===== src/rtl/ovl_pkg.sv =====
package ovl_pkg;
  localparam int NUM_WIN = 2;
  localparam int PIX_W   = 32;
  localparam int FMT_W   = 4;
  localparam int RGB_W   = 24;

  typedef enum logic [FMT_W-1:0] {
    FMT_RGB565 = 4'd0,
    FMT_XRGB   = 4'd1,
    FMT_XBGR   = 4'd2,
    FMT_RGBX   = 4'd3,
    FMT_BGRX   = 4'd4,
    FMT_ARGB   = 4'd5,
    FMT_ABGR   = 4'd6,
    FMT_RGBA   = 4'd7,
    FMT_BGRA   = 4'd8
  } fmt_e;

  typedef struct packed {
    logic [7:0] a;
    logic [7:0] r;
    logic [7:0] g;
    logic [7:0] b;
  } argb_t;

  localparam logic [7:0] ALPHA_CLEAR = 8'h00;
  localparam logic [7:0] ALPHA_SOLID = 8'hFF;
endpackage


===== src/rtl/ovl_unpack.sv =====
module ovl_unpack
  import ovl_pkg::*;
#(
  parameter bit HAS_KEY = 1'b0
) (
  input  logic [FMT_W-1:0] fmt_i,
  input  logic [PIX_W-1:0] pix_i,
  input  logic             key_en_i,
  input  logic [RGB_W-1:0] key_val_i,
  output argb_t            px_o
);
  logic [7:0] b3, b2, b1, b0;
  argb_t dec;

  assign {b3, b2, b1, b0} = pix_i;

  always_comb begin
    dec = '0;
    case (fmt_e'(fmt_i))
      FMT_RGB565: begin
        dec.a = ALPHA_SOLID;
        dec.r = {pix_i[15:11], pix_i[15:13]};
        dec.g = {pix_i[10:5],  pix_i[10:9]};
        dec.b = {pix_i[4:0],   pix_i[4:2]};
      end
      FMT_XRGB: dec = '{a: ALPHA_SOLID, r: b2, g: b1, b: b0};
      FMT_XBGR: dec = '{a: ALPHA_SOLID, r: b0, g: b1, b: b2};
      FMT_RGBX: dec = '{a: ALPHA_SOLID, r: b3, g: b2, b: b1};
      FMT_BGRX: dec = '{a: ALPHA_SOLID, r: b1, g: b2, b: b3};
      FMT_ARGB: dec = '{a: b3, r: b2, g: b1, b: b0};
      FMT_ABGR: dec = '{a: b3, r: b0, g: b1, b: b2};
      FMT_RGBA: dec = '{a: b0, r: b3, g: b2, b: b1};
      default:  dec = '{a: b0, r: b1, g: b2, b: b3};  // BGRA and unknown codes
    endcase
  end

  generate
    if (HAS_KEY) begin : g_key
      logic key_hit;
      assign key_hit = key_en_i && ({dec.r, dec.g, dec.b} == key_val_i);
      assign px_o = key_hit ? '{a: ALPHA_CLEAR, r: dec.r, g: dec.g, b: dec.b} : dec;
    end else begin : g_nokey
      logic unused_key;
      assign unused_key = ^{key_en_i, key_val_i};
      assign px_o = dec;
    end
  endgenerate
endmodule


===== src/rtl/ovl_hit.sv =====
module ovl_hit #(
  parameter int COORD_W = 12
) (
  input  logic               en_i,
  input  logic [COORD_W-1:0] pos_x_i,
  input  logic [COORD_W-1:0] pos_y_i,
  input  logic [COORD_W-1:0] org_x_i,
  input  logic [COORD_W-1:0] org_y_i,
  input  logic [COORD_W-1:0] ext_w_i,
  input  logic [COORD_W-1:0] ext_h_i,
  output logic               hit_o
);
  localparam int SUM_W = COORD_W + 1;

  logic [1:0][COORD_W-1:0] pos, org, ext;
  logic [1:0]              in_axis;

  assign pos = {pos_y_i, pos_x_i};
  assign org = {org_y_i, org_x_i};
  assign ext = {ext_h_i, ext_w_i};

  for (genvar ax = 0; ax < 2; ax++) begin : g_axis
    logic [SUM_W-1:0] sum, last;
    assign sum  = {1'b0, org[ax]} + {1'b0, ext[ax]};
    assign last = (sum == '0) ? '0 : sum - 1'b1;  // inclusive far edge, clamped
    assign in_axis[ax] = (pos[ax] >= org[ax]) && ({1'b0, pos[ax]} <= last);
  end

  assign hit_o = en_i && (&in_axis);
endmodule


===== src/rtl/ovl_blend.sv =====
module ovl_blend
  import ovl_pkg::*;
(
  input  logic [7:0]       alpha_i,
  input  logic [RGB_W-1:0] fg_i,
  input  logic [RGB_W-1:0] bg_i,
  output logic [RGB_W-1:0] mix_o
);
  localparam int ACC_W = 18;
  localparam int NCH   = RGB_W / 8;

  logic [7:0] inv;
  assign inv = 8'd255 - alpha_i;

  for (genvar c = 0; c < NCH; c++) begin : g_ch
    logic [ACC_W-1:0] acc;
    logic [ACC_W-1:0] quo;
    // acc = a*fg + (255-a)*bg + 128; exact round-to-nearest divide by 255
    assign acc = ACC_W'(alpha_i) * ACC_W'(fg_i[8*c +: 8])
               + ACC_W'(inv) * ACC_W'(bg_i[8*c +: 8]) + ACC_W'(128);
    assign quo = (acc + (acc >> 8)) >> 8;
    assign mix_o[8*c +: 8] = quo[7:0];
  end
endmodule


===== src/rtl/ovl_burst.sv =====
module ovl_burst #(
  parameter int LINE_W        = 14,
  parameter int BURST_MIN_PIX = 128
) (
  input  logic [LINE_W-1:0] line_i,
  output logic              long_o
);
  localparam logic [LINE_W:0] MIN_PIX = (LINE_W+1)'(BURST_MIN_PIX);
  assign long_o = {1'b0, line_i} >= MIN_PIX;
endmodule


===== src/rtl/ovl_compositor.sv =====
module ovl_compositor
  import ovl_pkg::*;
#(
  parameter int COORD_W       = 12,
  parameter int LINE_W        = 14,
  parameter int BURST_MIN_PIX = 128
) (
  input  logic                              clk_i,
  input  logic                              rst_ni,
  input  logic [COORD_W-1:0]                pos_x_i,
  input  logic [COORD_W-1:0]                pos_y_i,
  input  logic [NUM_WIN-1:0]                win_en_i,
  input  logic [NUM_WIN-1:0][COORD_W-1:0]   win_x_i,
  input  logic [NUM_WIN-1:0][COORD_W-1:0]   win_y_i,
  input  logic [NUM_WIN-1:0][COORD_W-1:0]   win_w_i,
  input  logic [NUM_WIN-1:0][COORD_W-1:0]   win_h_i,
  input  logic [NUM_WIN-1:0][FMT_W-1:0]     win_fmt_i,
  input  logic [NUM_WIN-1:0][PIX_W-1:0]     win_pix_i,
  input  logic [NUM_WIN-1:0][LINE_W-1:0]    win_line_i,
  input  logic                              key_en_i,
  input  logic [RGB_W-1:0]                  key_val_i,
  output logic [RGB_W-1:0]                  pix_o,
  output logic [NUM_WIN-1:0]                burst_long_o
);
  argb_t [NUM_WIN-1:0] px_d, px_q;
  logic  [NUM_WIN-1:0] hit_d, hit_q;

  for (genvar w = 0; w < NUM_WIN; w++) begin : g_win
    ovl_unpack #(.HAS_KEY(w != 0)) u_unpack (
      .fmt_i     (win_fmt_i[w]),
      .pix_i     (win_pix_i[w]),
      .key_en_i  (key_en_i),
      .key_val_i (key_val_i),
      .px_o      (px_d[w])
    );

    ovl_hit #(.COORD_W(COORD_W)) u_hit (
      .en_i    (win_en_i[w]),
      .pos_x_i (pos_x_i),
      .pos_y_i (pos_y_i),
      .org_x_i (win_x_i[w]),
      .org_y_i (win_y_i[w]),
      .ext_w_i (win_w_i[w]),
      .ext_h_i (win_h_i[w]),
      .hit_o   (hit_d[w])
    );

    ovl_burst #(.LINE_W(LINE_W), .BURST_MIN_PIX(BURST_MIN_PIX)) u_burst (
      .line_i (win_line_i[w]),
      .long_o (burst_long_o[w])
    );
  end

  // stage 1: decoded pixels and coverage
  always_ff @(posedge clk_i or negedge rst_ni) begin
    if (!rst_ni) begin
      px_q  <= '0;
      hit_q <= '0;
    end else begin
      px_q  <= px_d;
      hit_q <= hit_d;
    end
  end

  // stage 2: bottom layer over black, then top layer over that
  logic [RGB_W-1:0] base_mix, base, top_mix, comp;

  ovl_blend u_blend_base (
    .alpha_i (px_q[0].a),
    .fg_i    ({px_q[0].r, px_q[0].g, px_q[0].b}),
    .bg_i    ('0),
    .mix_o   (base_mix)
  );

  assign base = hit_q[0] ? base_mix : '0;

  ovl_blend u_blend_top (
    .alpha_i (px_q[1].a),
    .fg_i    ({px_q[1].r, px_q[1].g, px_q[1].b}),
    .bg_i    (base),
    .mix_o   (top_mix)
  );

  assign comp = hit_q[1] ? top_mix : base;

  always_ff @(posedge clk_i or negedge rst_ni) begin
    if (!rst_ni) pix_o <= '0;
    else         pix_o <= comp;
  end
endmodule


===== config.mk =====
export PLATFORM = sky130hd
export DESIGN_NAME = ovl_compositor
export DESIGN_NICKNAME = d
export VERILOG_FILES = /design/src/rtl/ovl_pkg.sv /design/src/rtl/ovl_unpack.sv /design/src/rtl/ovl_hit.sv /design/src/rtl/ovl_blend.sv /design/src/rtl/ovl_burst.sv /design/src/rtl/ovl_compositor.sv
export SDC_FILE = /design/constraint.sdc
export NUM_CORES = 2
export LEC_CHECK = 0
export CAP_MARGIN = 0
export CORE_AREA = 2 2 259 261
export CTS_CLUSTER_SIZE = 30
export DETAILED_ROUTE_END_ITERATION = 10
export DIE_AREA = 0 0 261 263
export HOLD_SLACK_MARGIN = 0.12
export PLACE_DENSITY = 0.7
export SYNTH_ARGS = -nofsm -noshare
export SYNTH_HDL_FRONTEND = slang
export SYNTH_SLANG_ARGS = --single-unit

===== constraint.sdc =====
create_clock -name clk_i -period 14.85 [get_ports clk_i]
set_input_delay 2.97 -clock clk_i [delete_from_list [all_inputs] [get_ports clk_i]]
set_output_delay 2.97 -clock clk_i [all_outputs]
set_load 0.005 [all_outputs]

==> summary.md <==
| Metric | Value |
|---|---|
| Status | `finished, final reports clean` |
| Slew Limit Fails | `0` |
| CTS Buf Count | `9` |
| Drt pass-1 iters | `6` |
| CP startpoint | `px_q[31]$_DFF_PN0_` |
| Area Overhead vs Synth | `11.8%` |
| Post-synth EDFFs | `0` |
| CP Class | `reg -> reg` |
| CP max FO | `12` |
| Hold Path Depth | `3` |
| Die Wd | `about 260 um` |
| Core area | `approximately 66000 um^2` |
| Root Driver | `clkbuf_16` |
| R2R cell count | `48` |
| Total track usage | `24.8%` |
| Cells after Synth | `3908` |
| Starting Density | `49.9%` |
| Hold path endpoint | `pix_o[17]$_DFF_PN0_` |
| Area contributors post-synth | `fa_1 25%, ha_1 21%, inv_1 7.7%, dfrtp_1 6.9%, and2_1 4.6%` |
| Top_reg_cell synth | `dfrtp_1` |
| I/O Buffers | `260` |
| Initial antenna violation count | `1` |
| Share of cells above drive strength 1 | `3.79%` |
| Vias | `27200` |
| Critical Path RT | `15.16 ns` |
| R2R Path End | `pix_o[7]$_DFF_PN0_` |
| Post-Syn Area per Cell | `8.38 um^2` |
| Remaining global-route overflow | `0` |
| Worst path slowest cell | `dfrtp_1` |
| First-pass GRT wire length | `139000 um` |
| Final GP Congestion | `0.936` |
| Max Fclk | `roughly 71 MHz` |
| Top Ports | `275` |
| Sequential element share of the synthesized area | `under 10%` |
| Clock Skew | `roughly 0.021 ns` |
| Setup crit end kind | `flip-flop` |
| R2R setup slack | `between 0.8 and 0.9 ns` |
| DR DRC count | `0` |
| Synth top cells by count | `672 x inv_1, 539 x ha_1, 406 x fa_1` |
| Layout Nets | `5301` |
| Clock Pin Slew Worst Setup and Hold Paths | `0.09 ns` |
| Crit path largest cell delay | `~0.66 ns` |
| Post-synth ARST share | `100%` |
| Dpl hpwl | `67600 um` |
| Post-synth top area share | `24.8%` |
| Largest net degree at the start of global routing | `49` |
| Relative slew slack | `between 10% and 20%` |
| Most frequent cell after synthesis | `inv_1` |
| Cell Area, Synth | `around 33000 um^2` |
| Die Y-Extent | `263 um` |
| Yosys reg bits | `90` |
| Reg2Reg Launch Point | `px_q[31]$_DFF_PN0_` |
| PostCTS Resize Cnt | `0` |
| Cell Rows | `94` |
| Tcrit/Tclk final | `94.6%` |
| Worst slew pin tran | `1.30 ns` |
| CTS Hold Bufs | `0` |
| Most used cell along the critical path | `fa_1` |
| CTS tree | `built` |
| Ys Warns | `0` |
| Routed wire length | `82400 um` |
| CTS max path bufs | `2` |
| Sink Count | `90` |
| Hold_sp | `hit_q[0]$_DFF_PN0_` |
| Setup_tns | `0 ns` |
| Final Hold Viols | `0` |
| Number of DRC markers in iteration 0 | `1671` |
| Antenna-violating nets left | `0` |
| RSZ-0062 raised after global routing | `false` |
| Vias in the first global route | `28200` |
| H-tree depth | `3` |
| Startpoint types | `flip-flop` |
| Full die area | `around 70000 um^2` |
| Post-synth top area cell | `fa_1` |
| Finish-stage setup viols | `0` |
| Max-cap violations | `0` |
| Netlist cell types | `97` |
| Avg WL per Cell | `16.6 um` |
| CP Data Arrival Time | `14.35 ns` |
| Fin crit period | `14.04 ns` |
| Vias per inst | `5.46` |
| HP Class | `reg -> reg` |
| Clk_lat worst skew | `0.40 ns` |
| Post-CTS setup buffer count | `0` |
==> area by class of cell <==
type / count / area [um^2]
inverters: 672 / 2520
multi-input cells: 3037 / 27600
diodes: 1 / 2.50
repair buffers: 297 / 2880
flip-flops and latches: 90 / 2260
clock inverters: 6 / 72.6
well taps: 864 / 1080
fillers: 6072 / 29000
clock buffers: 10 / 229
==> registers in the layout, summed over array words and instances (netlist names) <==
signal,cells
px_q,64
pix_o,24
hit_q,2
==> layout by cell type, fill, tap and decap left out, types with 16 or more instances in the layout <==
cell             netlist  routed
a21oi_1              154     154
a21o_1                74      74
xor2_1                74      73
nor2_1               285     285
o21a_1                36      36
mux2i_1               30      30
nand2b_1              28      28
o21ai_1               25      25
mux2_2                19      19
a31oi_1               21      21
nand3_1               46      46
nor4_1                18      16
fa_1                 406     406
dfrtp_1               90      82
and3_1                17      17
nand2_1              330     330
or2_1                 18      18
or2_2                 32      32
clkdlybuf4s50_1        0     259
o21ai_0               94      94
nor3_1                49      49
and2_1               239     239
buf_4                  2      38
nand4_1               30      30
a22oi_1               47      47
inv_1                672     672
xnor2_1              121     121
o21bai_1              26      26
o22ai_1               16      16
nor2b_1               35      35
a211oi_1              24      24
ha_1                 539     539
==> per-stage QoR <==
stage | instance area [um^2] | worst slack, ns | hold slack (ns) | std cells | util [%]
2_1_floorplan | 32800 | 2.18 | 0.736 | 3910 | -
3_3_place_gp | 36300 | 0.755 | 0.862 | 4960 | 55.3
6_report | 36600 | 0.806 | 0.869 | 4977 | 55.8
5_1_grt | 36600 | 0.00927 | 0.910 | 4977 | 55.8
4_1_cts | 36600 | 0.534 | 0.858 | 4976 | 55.8
3_5_place_dp | 36300 | 0.602 | 0.861 | 4960 | 55.3
==> how the worst max path moves through the flow <==
| stage | end | slack [ns] |
|---|---|---|
| global placement | pix_o[18]$_DFF_PN0_ | 0.75 |
| global route | pix_o[7]$_DFF_PN0_ | 0.009 |
| detailed placement | pix_o[11]$_DFF_PN0_ | 0.60 |
| finish | pix_o[7]$_DFF_PN0_ | 0.81 |
| floorplan | pix_o[6]$_DFF_PN0_ | 2.18 |
| CTS | pix_o[11]$_DFF_PN0_ | 0.53 |
==> critical path, delay by kind of cell, from the launching register on <==
kind,cells,cell delay [ns]
AO/OA/AOI/OAI,16,3.64
adder cells (fa/ha/maj),14,6.07
buffers and inverters,7,0.45
XOR/XNOR,3,1.01
AND/OR/NAND/NOR,8,2.12
flip-flops,1,0.66
==> logic make-up (layout without fill, tap and decap cells) <==
family	Yosys count	after routing	synth area share, %
adders and majority gates	946	946	45.5
xor gates and xnor gates	197	197	5.35
and+or+nand+nor	1185	1185	17.8
muxes	52	52	1.70
other	1	4	0.0115
buffers and inverters	783	985	9.01
DFF	90	90	6.88
AOI/OAI and AO/OA	654	654	13.7
==> layer usage <==
| metal | GRT usage (%) | wire length, um | up-vias |
|---|---|---|---|
| li1 | - | - | 13200 |
| met2 | 43.7 | 41400 | 708 |
| met5 | 0 | 0 | - |
| met3 | 3.85 | 4610 | 106 |
| met4 | 6.43 | 1660 | 0 |
| met1 | 31.3 | 34700 | 13100 |
Power is left out: the tool's default activity adds up to more than one toggle a clock period on the data nets, which glitch-free logic cannot reach.
